--- config.mk ---
export PLATFORM = sky130hd
export DESIGN_NAME = wavegen_timer
export DESIGN_NICKNAME = d
export VERILOG_FILES = /design/src/rtl/wavegen_timer.sv
export SDC_FILE = /design/constraint.sdc
export NUM_CORES = 1
export LEC_CHECK = 0
export BUFFER_PORTS_ARGS = -buffer_cell sky130_fd_sc_hd__clkbuf_2
export CELL_PAD_IN_SITES_DETAIL_PLACEMENT = 1
export CELL_PAD_IN_SITES_GLOBAL_PLACEMENT = 2
export CORE_MARGIN = 2
export CORE_UTILIZATION = 36
export DETAILED_ROUTE_END_ITERATION = 12
export PLACE_DENSITY = 0.91
export SLEW_MARGIN = 20
export SYNTH_ARGS = -nofsm -noshare
export SYNTH_HDL_FRONTEND = slang
export SYNTH_SLANG_ARGS = --single-unit
--- constraint.sdc ---
create_clock -name clk -period 7.7 [get_ports clk]
set_input_delay 0.385 -clock clk [delete_from_list [all_inputs] [get_ports clk]]
set_output_delay 0.385 -clock clk [all_outputs]
set_load 0.02 [all_outputs]
--- src/rtl/wavegen_timer.sv ---
module wavegen_timer #(
  parameter int WIDTH = 16
) (
  input  logic             clk,
  input  logic             rst_n,
  input  logic             tick,
  input  logic [3:0]       mode,
  input  logic [1:0]       act_a,
  input  logic [1:0]       act_b,
  input  logic             cnt_wr,
  input  logic [WIDTH-1:0] cnt_wdata,
  input  logic             cmp_a_wr,
  input  logic [WIDTH-1:0] cmp_a_wdata,
  input  logic             cmp_b_wr,
  input  logic [WIDTH-1:0] cmp_b_wdata,
  input  logic [WIDTH-1:0] cap_top,
  input  logic             force_a,
  input  logic             force_b,
  input  logic [2:0]       flag_clr,
  output logic [WIDTH-1:0] count,
  output logic [WIDTH-1:0] cmp_a_act,
  output logic [WIDTH-1:0] cmp_b_act,
  output logic             ovf_flag,
  output logic             match_a_flag,
  output logic             match_b_flag,
  output logic             wave_a,
  output logic             wave_a_en,
  output logic             wave_b,
  output logic             wave_b_en
);

  localparam logic [WIDTH-1:0] MAXV  = '1;
  localparam logic [WIDTH-1:0] TOP8  = WIDTH'((1 << 8) - 1);
  localparam logic [WIDTH-1:0] TOP9  = WIDTH'((1 << 9) - 1);
  localparam logic [WIDTH-1:0] TOP10 = WIDTH'((1 << 10) - 1);

  logic [WIDTH-1:0] cnt_q, buf_a, buf_b, ocr_a, ocr_b, top_v, cnt_d;
  logic up_q, up_d, block_q;
  logic wave_a_q, wave_b_q, ovf_q, mfa_q, mfb_q;
  logic non_pwm, fast, dual, pfc;

  always_comb begin
    non_pwm = 1'b0; fast = 1'b0; dual = 1'b0; pfc = 1'b0;
    case (mode)
      4'd1, 4'd2, 4'd3, 4'd10, 4'd11: dual = 1'b1;
      4'd8, 4'd9:                     begin dual = 1'b1; pfc = 1'b1; end
      4'd5, 4'd6, 4'd7, 4'd14, 4'd15: fast = 1'b1;
      default:                        non_pwm = 1'b1;
    endcase
  end

  always_comb begin
    case (mode)
      4'd1, 4'd5:                top_v = TOP8;
      4'd2, 4'd6:                top_v = TOP9;
      4'd3, 4'd7:                top_v = TOP10;
      4'd4, 4'd9, 4'd11, 4'd15:  top_v = ocr_a;
      4'd8, 4'd10, 4'd12, 4'd14: top_v = cap_top;
      default:                   top_v = MAXV;
    endcase
  end

  wire step   = tick && !cnt_wr;
  wire at_top = cnt_q == top_v;
  wire at_bot = cnt_q == '0;
  wire top_ev = step && at_top && (!dual || up_q);
  wire bot_ev = step && dual && !up_q && at_bot;
  wire hit_a  = step && !block_q && cnt_q == ocr_a;
  wire hit_b  = step && !block_q && cnt_q == ocr_b;
  wire ovf_ev = non_pwm ? (step && cnt_q == MAXV) : (fast ? top_ev : bot_ev);
  wire load   = pfc ? bot_ev : top_ev;
  wire tgl_a  = (fast && mode == 4'd15) || (dual && mode == 4'd9);

  always_comb begin
    cnt_d = cnt_q;
    up_d  = up_q;
    if (dual) begin
      if (up_q) begin
        cnt_d = at_top ? (at_bot ? cnt_q : cnt_q - 1'b1) : cnt_q + 1'b1;
        up_d  = !at_top;
      end else begin
        cnt_d = at_bot ? WIDTH'(1) : cnt_q - 1'b1;
        up_d  = at_bot;
      end
    end else begin
      cnt_d = at_top ? '0 : cnt_q + 1'b1;
      up_d  = 1'b1;
    end
  end

  function automatic logic wave_step(input logic [1:0] act, input logic np, fp, dp,
                                     tgl, hit, frc, tev, up, cur);
    logic r;
    r = cur;
    if (np) begin
      if (hit || frc)
        case (act)
          2'b01:   r = ~cur;
          2'b10:   r = 1'b0;
          2'b11:   r = 1'b1;
          default: r = cur;
        endcase
    end else if (fp) begin
      case (act)
        2'b01:   if (tgl && hit) r = ~cur;
        2'b10:   if (tev) r = 1'b1; else if (hit) r = 1'b0;
        2'b11:   if (tev) r = 1'b0; else if (hit) r = 1'b1;
        default: r = cur;
      endcase
    end else if (dp) begin
      case (act)
        2'b01:   if (tgl && hit) r = ~cur;
        2'b10:   if (hit) r = !up;
        2'b11:   if (hit) r = up;
        default: r = cur;
      endcase
    end
    return r;
  endfunction

  wire wave_a_d = wave_step(act_a, non_pwm, fast, dual, tgl_a, hit_a, force_a, top_ev, up_q, wave_a_q);
  wire wave_b_d = wave_step(act_b, non_pwm, fast, dual, 1'b0, hit_b, force_b, top_ev, up_q, wave_b_q);

  always_ff @(posedge clk or negedge rst_n) begin
    if (!rst_n) begin
      cnt_q   <= '0;
      up_q    <= 1'b1;
      block_q <= 1'b0;
    end else if (cnt_wr) begin
      cnt_q   <= cnt_wdata;
      block_q <= 1'b1;
    end else if (tick) begin
      cnt_q   <= cnt_d;
      up_q    <= up_d;
      block_q <= 1'b0;
    end
  end

  always_ff @(posedge clk or negedge rst_n) begin
    if (!rst_n) begin
      buf_a <= '0; buf_b <= '0; ocr_a <= '0; ocr_b <= '0;
    end else begin
      if (cmp_a_wr) buf_a <= cmp_a_wdata;
      if (cmp_b_wr) buf_b <= cmp_b_wdata;
      if (non_pwm) begin
        if (cmp_a_wr) ocr_a <= cmp_a_wdata;
        if (cmp_b_wr) ocr_b <= cmp_b_wdata;
      end else if (load) begin
        ocr_a <= buf_a;
        ocr_b <= buf_b;
      end
    end
  end

  always_ff @(posedge clk or negedge rst_n) begin
    if (!rst_n) begin
      ovf_q <= 1'b0; mfa_q <= 1'b0; mfb_q <= 1'b0;
      wave_a_q <= 1'b0; wave_b_q <= 1'b0;
    end else begin
      ovf_q    <= ovf_ev || (ovf_q && !flag_clr[0]);
      mfa_q    <= hit_a  || (mfa_q && !flag_clr[1]);
      mfb_q    <= hit_b  || (mfb_q && !flag_clr[2]);
      wave_a_q <= wave_a_d;
      wave_b_q <= wave_b_d;
    end
  end

  assign wave_a_en    = act_a != 2'b00 && (act_a != 2'b01 || non_pwm || tgl_a);
  assign wave_b_en    = act_b != 2'b00 && (act_b != 2'b01 || non_pwm);
  assign wave_a       = wave_a_en && wave_a_q;
  assign wave_b       = wave_b_en && wave_b_q;
  assign count        = cnt_q;
  assign cmp_a_act    = ocr_a;
  assign cmp_b_act    = ocr_b;
  assign ovf_flag     = ovf_q;
  assign match_a_flag = mfa_q;
  assign match_b_flag = mfb_q;

endmodule

### Word-level counts from Yosys, hierarchy flattened

Index checks and enable logic that the tools add are counted.

* bits in read-only memories: 0
* flip-flop bits (word level): 87
* latch bits: 0
* output and inout port bits: 55
* memories: 0
* word-level logic and storage cells: 171
* input bits: 83
* bits in writable memories: 0

* div/mod/pow operators: 0
* bitwise operators: 3
* reductions and logical operators: 63
* shift-type cells: 0
* equal/unequal tests: 38
* mux-type cells: 53
* multipliers: 0
* magnitude comparators: 0
* add/subtract/negate cells: 2

Operators with widths (count)
* $mux W16: 14
* $pmux W16 S5: 1
* $eq A16 B16 Y1: 3
* $mux W1: 32
* $ne A4 B4 Y1 const B: 8
* $eq A4 B4 Y1 const B: 7
* $logic_and A1 B1 Y1: 20
* $add A16 B1 Y16 const B: 1
* $eq A16 B16 Y1 const B: 1
* $eq A4 B3 Y1 const B: 4
* $logic_not A16 Y1: 1
* $sub A16 B1 Y16 const B: 1
* $reduce_bool A2 Y1: 7
* $pmux W1 S3: 4
* $reduce_or A12 Y1: 1
* $logic_or A1 B1 Y1: 10
* $eq A2 B2 Y1 const B: 4
* $eq A4 B2 Y1 const B: 2
* $logic_not A1 Y1: 8
* $reduce_and A2 Y1: 4
* $reduce_and A8 Y1: 1
* $reduce_or A2 Y1: 4
* $reduce_or A4 Y1: 2
* $reduce_and A7 Y1: 1
* 10 further kinds: 18

### Logic depth before layout (Yosys ltp)

Gate-level depths: netlist of the first run.

* word-level depth: 11
* gate-level depth with buffers: 13
* mapped depth without buffers: 9

### Worst setup path before layout of the first run

OpenSTA, ideal clock, no wires.

* kind: input port to flip-flop
* from: in mode[0]
* to: reg ocr_b[10], in the netlist cmp_b_act[10]
* path buffers: 2
* stages: 11
* path slack: 4.372 ns
* arrival time: 3.203 ns
* path through: buf_2 -> nor3_2 -> o21ai_1 -> and3_1 -> or4_1 -> or4_4 -> nor3_2 -> a31oi_1 -> o31ai_4 -> buf_8 -> mux2_4

* cells in the longest elaborated chain, start to end: 9

Ends and longest elaborated chain
* from (decl): line 7 `input logic [3:0] mode,`
* $eq A4 B4 Y1, or another cell as far along: line 44, 53
* $reduce_or A4 Y1, or another cell as far along: line 53 `case (mode)`
* $pmux W16 S5 / $mux W1 (equally long branches): line 53, 44
* $eq A16 B16 Y1, or another cell as far along: line 64 `wire at_top = cnt_q == top_v;`
* $logic_and A1 B1 Y1, or another cell as far along: line 66 `wire top_ev = step && at_top && (!dual || up_q);`
* $logic_and A1 B1 Y1, on equally long branches: line 66, 67
* $mux W1: line 71 `wire load = pfc ? bot_ev : top_ev;`
* $ne A2 B1 Y1 (no source line)
* $reduce_and A2 Y1 (no source line)
* to (signal assigned): line 147 `if (cmp_b_wr) ocr_b <= cmp_b_wdata;`
* to (signal assigned): line 150 `ocr_b <= buf_b;`
* to (decl): line 37 `logic [WIDTH-1:0] cnt_q, buf_a, buf_b, ocr_a, ocr_b, top_v, cnt_d;`

Several ways; a longest one is shown, not always the timed one.
A chain may end at the register's enable or synchronous reset.

### Worst setup path after layout of the first run

* from: in mode[3]
* to: reg ocr_a[13], in the netlist cmp_a_act[13]

* cells in the longest elaborated chain, start to end: 9

Ends and longest elaborated chain
* $eq A4 B4 Y1, or another cell as far along: line 44, 53
* $reduce_or A4 Y1, or another cell as far along: line 53
* $pmux W16 S5 / $mux W1 (equally long branches): line 53, 44
* $eq A16 B16 Y1, or another cell as far along: line 64
* $logic_and A1 B1 Y1, or another cell as far along: line 66
* $logic_and A1 B1 Y1, on equally long branches: line 66, 67
* $mux W1: line 71
* $ne A2 B1 Y1 (no source line)
* $reduce_and A2 Y1 (no source line)
* to (signal assigned): line 146 `if (cmp_a_wr) ocr_a <= cmp_a_wdata;`
* to (signal assigned): line 149 `ocr_a <= buf_a;`
* to (decl): line 37

Several ways; a longest one is shown, not always the timed one.

==> flow_summary_export.csv, run 1 <==
group,metric,value,unit
sta,tns,0,ns
synth,synth.avg_cell_area,8.88,µm²
clock_network,insertion_delay,0.36,ns
synth,ys_seq_area_share,34.6,%
power_and_ir_drop,clkPwrFrac,26.9,%
power_and_ir_drop,p_int,1.02,mW
drt,drt_wl_total,21400,µm
power_and_ir_drop,combPwrFrac,32.8,%
layout,layout_common_cells,"clkbuf_2 (136), nand2_1 (94), dfrtp_1 (86)",
worst_setup_path,cp-start-kind,"input pin",
job,maxCapViolCount,0,
sta,tightestPinTransition,1.04,ns
run_status,outcome,"finished clean",
worst_setup_path,worst-setup-path-type,"input pin to flop",
power_and_ir_drop,p_sw_share,39.3,%
hold_path,whs_path_depth,2,
sta,max_slew_margin,30.8,%
synth,synthCells,708,
synth,synth_seq_cells,87,
drt,drtPass1Iterations,4,
worst_setup_path,crit_path_end_kind,"flop",
clock_network,cts-buffers-inserted,9,
worst_setup_path,ff2ff_path_depth,9,
sta,fin_worst_skew,0.00929,ns
place,placedCellCount,1016,
layout,finalNonFillerCells,1033,
power_and_ir_drop,p_leak,3.28,nW
floorplan,io_pins,138,
power_and_ir_drop,power.switching,0.662,mW
place,dp_slack,3.16,ns
synth,ys.flop_type,"dfrtp_1",
drt,drcViolationCount,0,
grt,track_usage,23.7,%
grt,antenna_found_initial,0,
grt,grt_max_degree,74,
clock_network,cts.path.max_buffers,2,
sta,max_freq,0.235,GHz
layout,final_common_cell,"clkbuf_2",
synth,syn_area,6290,µm²
drt,drt-wirelength-per-cell,20.7,µm
sta,finalHoldViolations,0,
clock_network,clk_pin_slew,0.06,ns
sta,setup_violations,0,
clock_network,clkSinkCount,87,
floorplan,dieArea,18500,µm²
place,port_buffers,137,
grt,grt_pass1_vias,6113,
floorplan,coreArea,17200,µm²
power_and_ir_drop,p_seq_share,40.3,%
sta,rsz0062_at_grt,"no",
drt,ant_nets,0,
worst_setup_path,cp_max_fo,45,
worst_setup_path,cp.arrival,4.48,ns
synth,synthArstFlopShare,100,%
grt,grt_pass1_wl,33800,µm
synth,synth_nets,794,
worst_setup_path,required,7.93,ns
hold_path,min_path_type,"input pin to flop",
power_and_ir_drop,total_power,1.68,mW
floorplan,die_h,136,µm
clock_network,htree_levels,3,
synth,yosys.cell_types.count,70,
clock_network,root_buffer,"clkbuf_16",
synth,synth_edf_count,0,
layout,stdcell_area,7350,µm²
clock_network,post_cts_resized,0,
layout,drive_gt1_share,28.6,%
floorplan,die_w,136,µm
sta,slew_viol_final,0,
sta,setup_ws,3.45,ns
synth,ys_warn_count,0,
place,gp_congestion,0.848,
power_and_ir_drop,peakVddDrop,0.113,mV
drt,via_count,5851,
layout,area_delta_synth_final,16.9,%
layout,diodes,0,
layout,fin_nets,889,
floorplan,start_util,36.6,%
sta,fin_crit_sh,55.2,%
clock_network,cts_tree,"done",
sta,period_minus_slack,4.25,ns
drt,vias_per_cell,5.66,
power_and_ir_drop,power.density,229,nW/µm²
place,dp_hpwl,15700,µm
drt,dr.first_iter.drc_count,301,
place,placed_cell_area,7040,µm²
grt,overflow,0,
floorplan,rows,48,
[cells in the mapped netlist (9+ instances only)]
cell type | count | share of area [%]
nand3_1 | 15 | 1.2
a31oi_1 | 17 | 1.7
nor4_1 | 19 | 1.9
nand2b_1 | 20 | 2.0
mux2_4 | 10 | 2.4
o22ai_1 | 22 | 2.2
a21o_1 | 11 | 1.3
o21ai_0 | 24 | 1.9
inv_1 | 30 | 1.8
mux2i_1 | 25 | 4.0
dfrtp_1 | 86 | 34
mux2_2 | 45 | 8.1
a21oi_1 | 22 | 1.8
nor3_1 | 14 | 1.1
xnor2_1 | 16 | 2.2
clkbuf_1 | 39 | 2.3
nor2_1 | 20 | 1.2
xor2_1 | 21 | 2.9
o211ai_1 | 9 | 1.1
nand2_1 | 94 | 5.6
and3_1 | 12 | 1.2
[repair_timing]
item	in CTS	in global routing
setup buffers	0	0
hold buffers	1	0
hold endpoints to repair	14	0
[routing by layer]
layer  GRT usage (%)  wire length [µm]
met1            31.3              9570
met2            39.2             10200
met3            5.44              1310
met4            5.96               310
met5               0                 0
[final cells by class]
| class | count | area (µm²) |
|---|---|---|
| clock buffers | 9 | 225 |
| inverters | 30 | 113 |
| repair buffers | 141 | 721 |
| fillers | 2110 | 9830 |
| well taps | 225 | 282 |
| multi-input cells | 534 | 3760 |
| clock inverters | 7 | 72.6 |
| flip-flops and latches | 87 | 2180 |
[path summary, 6_finish.rpt]
path | startpoint | endpoint | slack [ns]
hold / removal | flag_clr[1] | match_a_flag | 0.21
max in group asynchronous | rst_n | buf_b[10] | 6.07
setup / recovery | mode[3] | cmp_a_act[13] | 3.45
min in group asynchronous | rst_n | match_b_flag | 0.41
hold reg to reg | match_b_flag | match_b_flag | 0.48
setup reg to reg | cmp_a_act[7] | cmp_a_act[13] | 3.89
[power groups by stage]
stage               Combinational [mW]  Clock [mW]  Sequential (mW)
global placement                 0.538           0            0.684
floorplan                        0.335           0            0.681
CTS                              0.556       0.462            0.680
detailed placement               0.550           0            0.687
finish                           0.552       0.452            0.680
global route                     0.606       0.479            0.693
[critical path, stage by stage]
cell,delay [ns]
clkbuf_2,0.44
or3_1,0.58
nand2_1,0.51
nor2_1,0.21
a211o_1,0.28
or4_4,0.45
nor3_2,0.16
a31oi_1,0.13
o31ai_4,0.88
mux2_2,0.42
[sequential cells by signal, summed over array words and instances (netlist names)]
register,count
match_b_flag,1
ovf_flag,1
wave_b_q,1
count,16
buf_b,16
block_q,1
cmp_a_act,16
wave_a_q,1
up_q,1
match_a_flag,1
buf_a,16
cmp_b_act,16
[kinds of logic after synthesis]
family                   Yosys count  share of synthesized area, %
AO/OA/AOI/OAI                    167                          18.7
XOR/XNOR                          37                          5.15
adder cells (fa/ha/maj)            3                         0.597
buffers and inverters             87                          5.77
flip-flops                        87                          34.6
multiplexers                      80                          14.4
AND/OR/NAND/NOR                  247                          20.8
[stage by stage]
| step | utilization, % | hold slack (ns) |
|---|---|---|
| 3_5_place_dp | 41.0 | 0.256 |
| 5_1_grt | 42.8 | 0.237 |
| 2_1_floorplan | - | 0.0894 |
| 4_1_cts | 42.8 | 0.206 |
| 6_report | 42.8 | 0.214 |
| 3_3_place_gp | 41.0 | 0.256 |
(Power assumes the default switching activity.)
==> inputs of run 2 (changes only) <==
Settings changed: CORE_UTILIZATION 36 to 30, PLACE_DENSITY 0.91 to 0.82.
Clock period 7.7 ns to 3.8 ns, I/O delays scaled along.
==> flow_summary_export.csv, run 2 (synthesis gave the netlist of run 1 again) <==
group,metric,value,unit
grt,grt_max_degree,56,
layout,n_fill_cell,2446,
sta,finalHoldViolations,0,
sta,max_slew_margin,38.3,%
floorplan,die_h,149,µm
sta,setup_violations,0,
worst_setup_path,cp_max_fo,12,
drt,vias_per_cell,5.44,
drt,via_count,6018,
sta,tightestPinTransition,0.925,ns
floorplan,rows,52,
clock_network,root_buffer,"clkbuf_16",
drt,drt-wirelength-per-cell,20.5,µm
worst_setup_path,crit_path_end_kind,"flop",
grt,grt_pass1_wl,35600,µm
clock_network,clk_pin_slew,0.06,ns
drt,dr.first_iter.drc_count,342,
sta,fin_worst_skew,0.00707,ns
clock_network,insertion_delay,0.35,ns
power_and_ir_drop,peakVddDrop,0.266,mV
drt,drt_wl_total,22600,µm
clock_network,cts-buffers-inserted,9,
sta,period_minus_slack,3.32,ns
worst_setup_path,worst-setup-path-type,"flop to flop",
floorplan,dieArea,22100,µm²
worst_setup_path,cp-start-kind,"flop",
worst_setup_path,cp.arrival,3.60,ns
layout,finalNonFillerCells,1107,
layout,diodes,0,
grt,antenna_found_initial,1,
layout,area_delta_synth_final,21.4,%
clock_network,htree_levels,3,
clock_network,cts_tree,"done",
sta,max_freq,0.301,GHz
sta,slew_viol_final,0,
drt,drcViolationCount,0,
floorplan,io_pins,138,
job,maxCapViolCount,0,
clock_network,cts.path.max_buffers,2,
power_and_ir_drop,p_leak,3.42,nW
power_and_ir_drop,total_power,3.45,mW
layout,final_common_cell,"clkbuf_2",
place,port_buffers,137,
place,gp_congestion,0.828,
layout,regArea,2180,µm²
hold_path,min_path_type,"input pin to flop",
sta,tns,0,ns
worst_setup_path,required,4.08,ns
sta,rsz0062_at_grt,"no",
grt,overflow,0,
place,placedCellCount,1090,
clock_network,clkSinkCount,87,
drt,drtPass1Iterations,5,
grt,grt_pass1_vias,6283,
layout,layout_common_cells,"clkbuf_2 (136), nand2_1 (94), dfrtp_1 (86)",
power_and_ir_drop,power.density,452,nW/µm²
drt,ant_nets,0,
floorplan,coreArea,20400,µm²
layout,drive_gt1_share,30.9,%
floorplan,die_w,149,µm
sta,fin_crit_sh,87.5,%
run_status,outcome,"finished clean",
layout,fin_nets,918,
grt,track_usage,20.8,%
sta,hold-worst-slack,0.0162,ns
floorplan,start_util,30.8,%
place,dp_hpwl,17100,µm
layout,multi_input_area,3760,µm²
==> run 2: changes by cell type in the layout (fill, tap and decap cells not counted) <==
cell | before | now
a21oi_2 | 0 | 1
a21oi_1 | 21 | 20
buf_12 | 0 | 1
buf_4 | 4 | 32
clkinv_2 | 2 | 1
clkbuf_1 | 0 | 2
inv_6 | 1 | 0
==> run 2: final timing paths <==
| path | startpoint | end | depth (start not counted) | slack, ns |
|---|---|---|---|---|
| hold / removal | flag_clr[1] | match_a_flag | 2 | 0.02 |
| setup reg to reg | cmp_a_act[2] | cmp_a_act[15] | 10 | 0.48 |
| hold reg to reg | match_b_flag | match_b_flag | 1 | 0.48 |
| min in group asynchronous | rst_n | buf_b[12] | 2 | 0.44 |
| setup / recovery | cmp_a_act[2] | cmp_a_act[15] | 10 | 0.48 |
| max in group asynchronous | rst_n | cmp_a_act[1] | 3 | 2.44 |
==> run 2: repair_timing <==
action | 4_1_cts | 5_1_grt
gates resized for setup | 0 | 0
buffers inserted | 0 | 0
hold buffers | 1 | 0
hold endpoints to repair | 53 | 0
==> run 2: routing by layer <==
metal	vias to the layer above	global-route usage, %	part of all wire (%)
li1	2820	-	-
met5	-	0	0.066
met3	29	4.53	5.7
met4	2	5.38	1.8
met2	168	34.6	47
met1	2999	27.5	45
==> run 2: cell type report <==
cell class	count	share of cell area [%]
sequential	87	28.5
inverter	30	1.48
timing repair buffer	170	12.5
tap	270	4.43
multi-input combinational	534	49.3
clock inverter	5	0.770
clock buffer	11	3.05
==> run 2: where the power goes <==
group	internal, mW	total (mW)	switching, mW
sequential	1.09	1.34	0.250
clock	0.511	0.913	0.403
combinational	0.503	1.20	0.697
==> run 2: stage by stage <==
step / worst slack [ns] / area [µm²] / utilization, %
after floorplan: 0.564 / 6290 / -
after global placement: 0.378 / 7330 / 35.9
after detailed placement: 0.277 / 7330 / 35.9
after CTS: 0.448 / 7630 / 37.3
after global routing: 0.273 / 7630 / 37.4
final: 0.475 / 7630 / 37.4
==> run 2: worst max-delay path, cell delays in order (launching register included) <==
cell      delay [ns]
dfrtp_1         0.45
or4b_1          0.52
a211oi_1        0.26
a211oi_1        0.13
a211o_1         0.28
or4_4           0.45
nor3_2          0.16
a31oi_1         0.12
o31ai_4         0.36
buf_4           0.31
mux2i_1         0.21
==> inputs of run 3 (changes only) <==
Settings changed: PLACE_DENSITY 0.82 to not set, PLACE_DENSITY_LB_ADDON set to 0.3.
==> flow_summary_export.csv, run 3 (synthesis gave the netlist of run 1 again) <==
group,metric,value,unit
power_and_ir_drop,combPwrFrac,35.8,%
clock_network,cts_hold_buf,2,
sta,fin_worst_skew,0.0137,ns
grt,grt_pass1_wl,37800,µm
clock_network,clk_pin_slew,0.08,ns
drt,vias_per_cell,5.54,
layout,fin_nets,922,
drt,drt_wl_total,23900,µm
layout,n_fill_cell,2450,
place,dp_hpwl,18200,µm
layout,diodes,0,
sta,period_minus_slack,3.39,ns
worst_setup_path,cp_slowest_stage_delay,0.58,ns
grt,track_usage,22.2,%
layout,area_delta_synth_final,22.2,%
worst_setup_path,cp_cell_sequence,"or4b_4, a211o_1, o211ai_1, o211ai_1, or4_4, nor3_2, a31oi_1, o31ai_4, buf_12, mux2_2",
sta,rsz0062_at_grt,"no",
worst_setup_path,path_buf_inv,1,
power_and_ir_drop,power.density,457,nW/µm²
place,port_buffers,137,
sta,max_freq,0.295,GHz
drt,dr.first_iter.drc_count,417,
clock_network,cts_tree,"done",
hold_path,min_to,"buf_b[9]",
power_and_ir_drop,power.switching,1.44,mW
clock_network,root_buffer,"clkbuf_16",
floorplan,coreArea,20400,µm²
floorplan,dieArea,22100,µm²
clock_network,clkSinkCount,87,
layout,final_common_cell,"clkbuf_2",
sta,fin_crit_sh,89.2,%
place,placed_cell_area,7360,µm²
drt,drt-wirelength-per-cell,21.5,µm
drt,via_count,6152,
floorplan,start_util,30.8,%
hold_path,whs_path_depth,2,
floorplan,rows,52,
grt,grt_pass1_vias,6401,
grt,overflow,0,
sta,finalHoldViolations,0,
worst_setup_path,ff2ff_path_depth,10,
job,maxCapViolCount,0,
layout,layout_common_cells,"clkbuf_2 (136), nand2_1 (94), dfrtp_1 (86)",
sta,setup_violations,0,
worst_setup_path,reg2reg_from,"cmp_a_act[7]",
worst_setup_path,cp_max_fo,16,
grt,grt_max_degree,63,
worst_setup_path,cp-start-kind,"flop",
run_status,outcome,"finished clean",
worst_setup_path,cp_common_cell,"o211ai_1",
worst_setup_path,crit_path_end_kind,"flop",
power_and_ir_drop,p_sw_share,41.0,%
layout,stdcell_area,7680,µm²
drt,drtPass1Iterations,5,
clock_network,cts.repair_timing.setup_buffer_count,0,
floorplan,die_h,149,µm
clock_network,htree_levels,3,
clock_network,cts.path.max_buffers,2,
worst_setup_path,crit_family,"simple AND/OR/NAND/NOR gates",
worst_setup_path,cp.arrival,3.63,ns
power_and_ir_drop,p_int,2.07,mW
worst_setup_path,rrSetupSlack,0.41,ns
worst_setup_path,r2r_end,"cmp_b_act[15]",
worst_setup_path,slowest_stage,"or4_4",
drt,ant_nets,0,
power_and_ir_drop,peakVddDrop,0.228,mV
grt,antenna_found_initial,0,
power_and_ir_drop,p_seq_share,37.6,%
floorplan,die_w,149,µm
clock_network,cts-buffers-inserted,9,
sta,max_slew_margin,40.8,%
worst_setup_path,cp.depth,10,
clock_network,post_cts_resized,0,
sta,tns,0,ns
clock_network,insertion_delay,0.37,ns
floorplan,io_pins,138,
drt,drcViolationCount,0,
hold_path,min_path_type,"input pin to flop",
layout,drive_gt1_share,31.3,%
power_and_ir_drop,clkPwrFrac,26.5,%
worst_setup_path,required,4.05,ns
sta,tightestPinTransition,0.888,ns
power_and_ir_drop,p_leak,3.45,nW
place,gp_congestion,0.909,
worst_setup_path,worst-setup-path-type,"flop to flop",
sta,slew_viol_final,0,
hold_path,min-delay-start,"cmp_b_wdata[9]",
-- run 3: cell types whose count changed in the layout (fill, tap and decap cells not counted), sizes merged --
cell	previous run	this run
dlygate4sd3	1	2
clkinvlp	2	0
clkinv	2	4
inv	30	33
bufinv	1	0
buf	33	36
clkbuf	147	145
-- run 3: layout make-up --
| type | instances | area, µm² | area share [%] |
|---|---|---|---|
| repair buffers | 174 | 996 | 13.0 |
| clock buffers | 9 | 225 | 2.93 |
| well taps | 270 | 338 | 4.40 |
| inverters | 30 | 113 | 1.47 |
| multi-input cells | 534 | 3760 | 48.9 |
| flip-flops and latches | 87 | 2180 | 28.4 |
| clock inverters | 7 | 73.8 | 0.961 |
-- run 3: metrics by stage --
step / util (%) / hold WS (ns) / setup slack (ns) / power (mW) / std cells
final: 37.6 / 0.0709 / 0.411 / 3.51 / 1111
after global routing: 37.6 / 0.0686 / 0.283 / 3.71 / 1111
after CTS: 37.6 / 0.0585 / 0.416 / 3.55 / 1111
after detailed placement: 36.0 / 0.369 / 0.255 / 2.60 / 1093
after global placement: 36.0 / 0.343 / 0.275 / 2.56 / 1093
after floorplan: - / -0.106 / 0.564 / 2.06 / 708
-- run 3: layer usage --
| layer | GRT usage (%) | up-vias | part of all wire (%) |
|---|---|---|---|
| met1 | 30.8 | 3075 | 46 |
| met2 | 36.3 | 210 | 47 |
| met3 | 3.12 | 27 | 5.3 |
| li1 | - | 2840 | - |
| met5 | 0 | - | 0 |
| met4 | 5.71 | 0 | 1.5 |
-- run 3: worst max-delay path by stage --
stage	slack, ns	from	endpoint
after floorplan	0.56	cmp_a_act[5]	cmp_b_act[10]
after global placement	0.27	mode[3]	cmp_a_act[13]
after detailed placement	0.26	mode[3]	cmp_b_act[3]
after CTS	0.42	cmp_a_act[7]	cmp_b_act[15]
after global routing	0.28	cmp_a_act[5]	cmp_a_act[6]
final	0.41	cmp_a_act[7]	cmp_b_act[15]
-- run 3: power groups by stage --
stage / sequential, mW / combinational, mW / clock (mW)
after floorplan: 1.38 / 0.679 / 0
after global placement: 1.33 / 1.23 / 0
after detailed placement: 1.34 / 1.26 / 0
after CTS: 1.32 / 1.27 / 0.963
after global routing: 1.34 / 1.37 / 0.995
final: 1.32 / 1.26 / 0.931
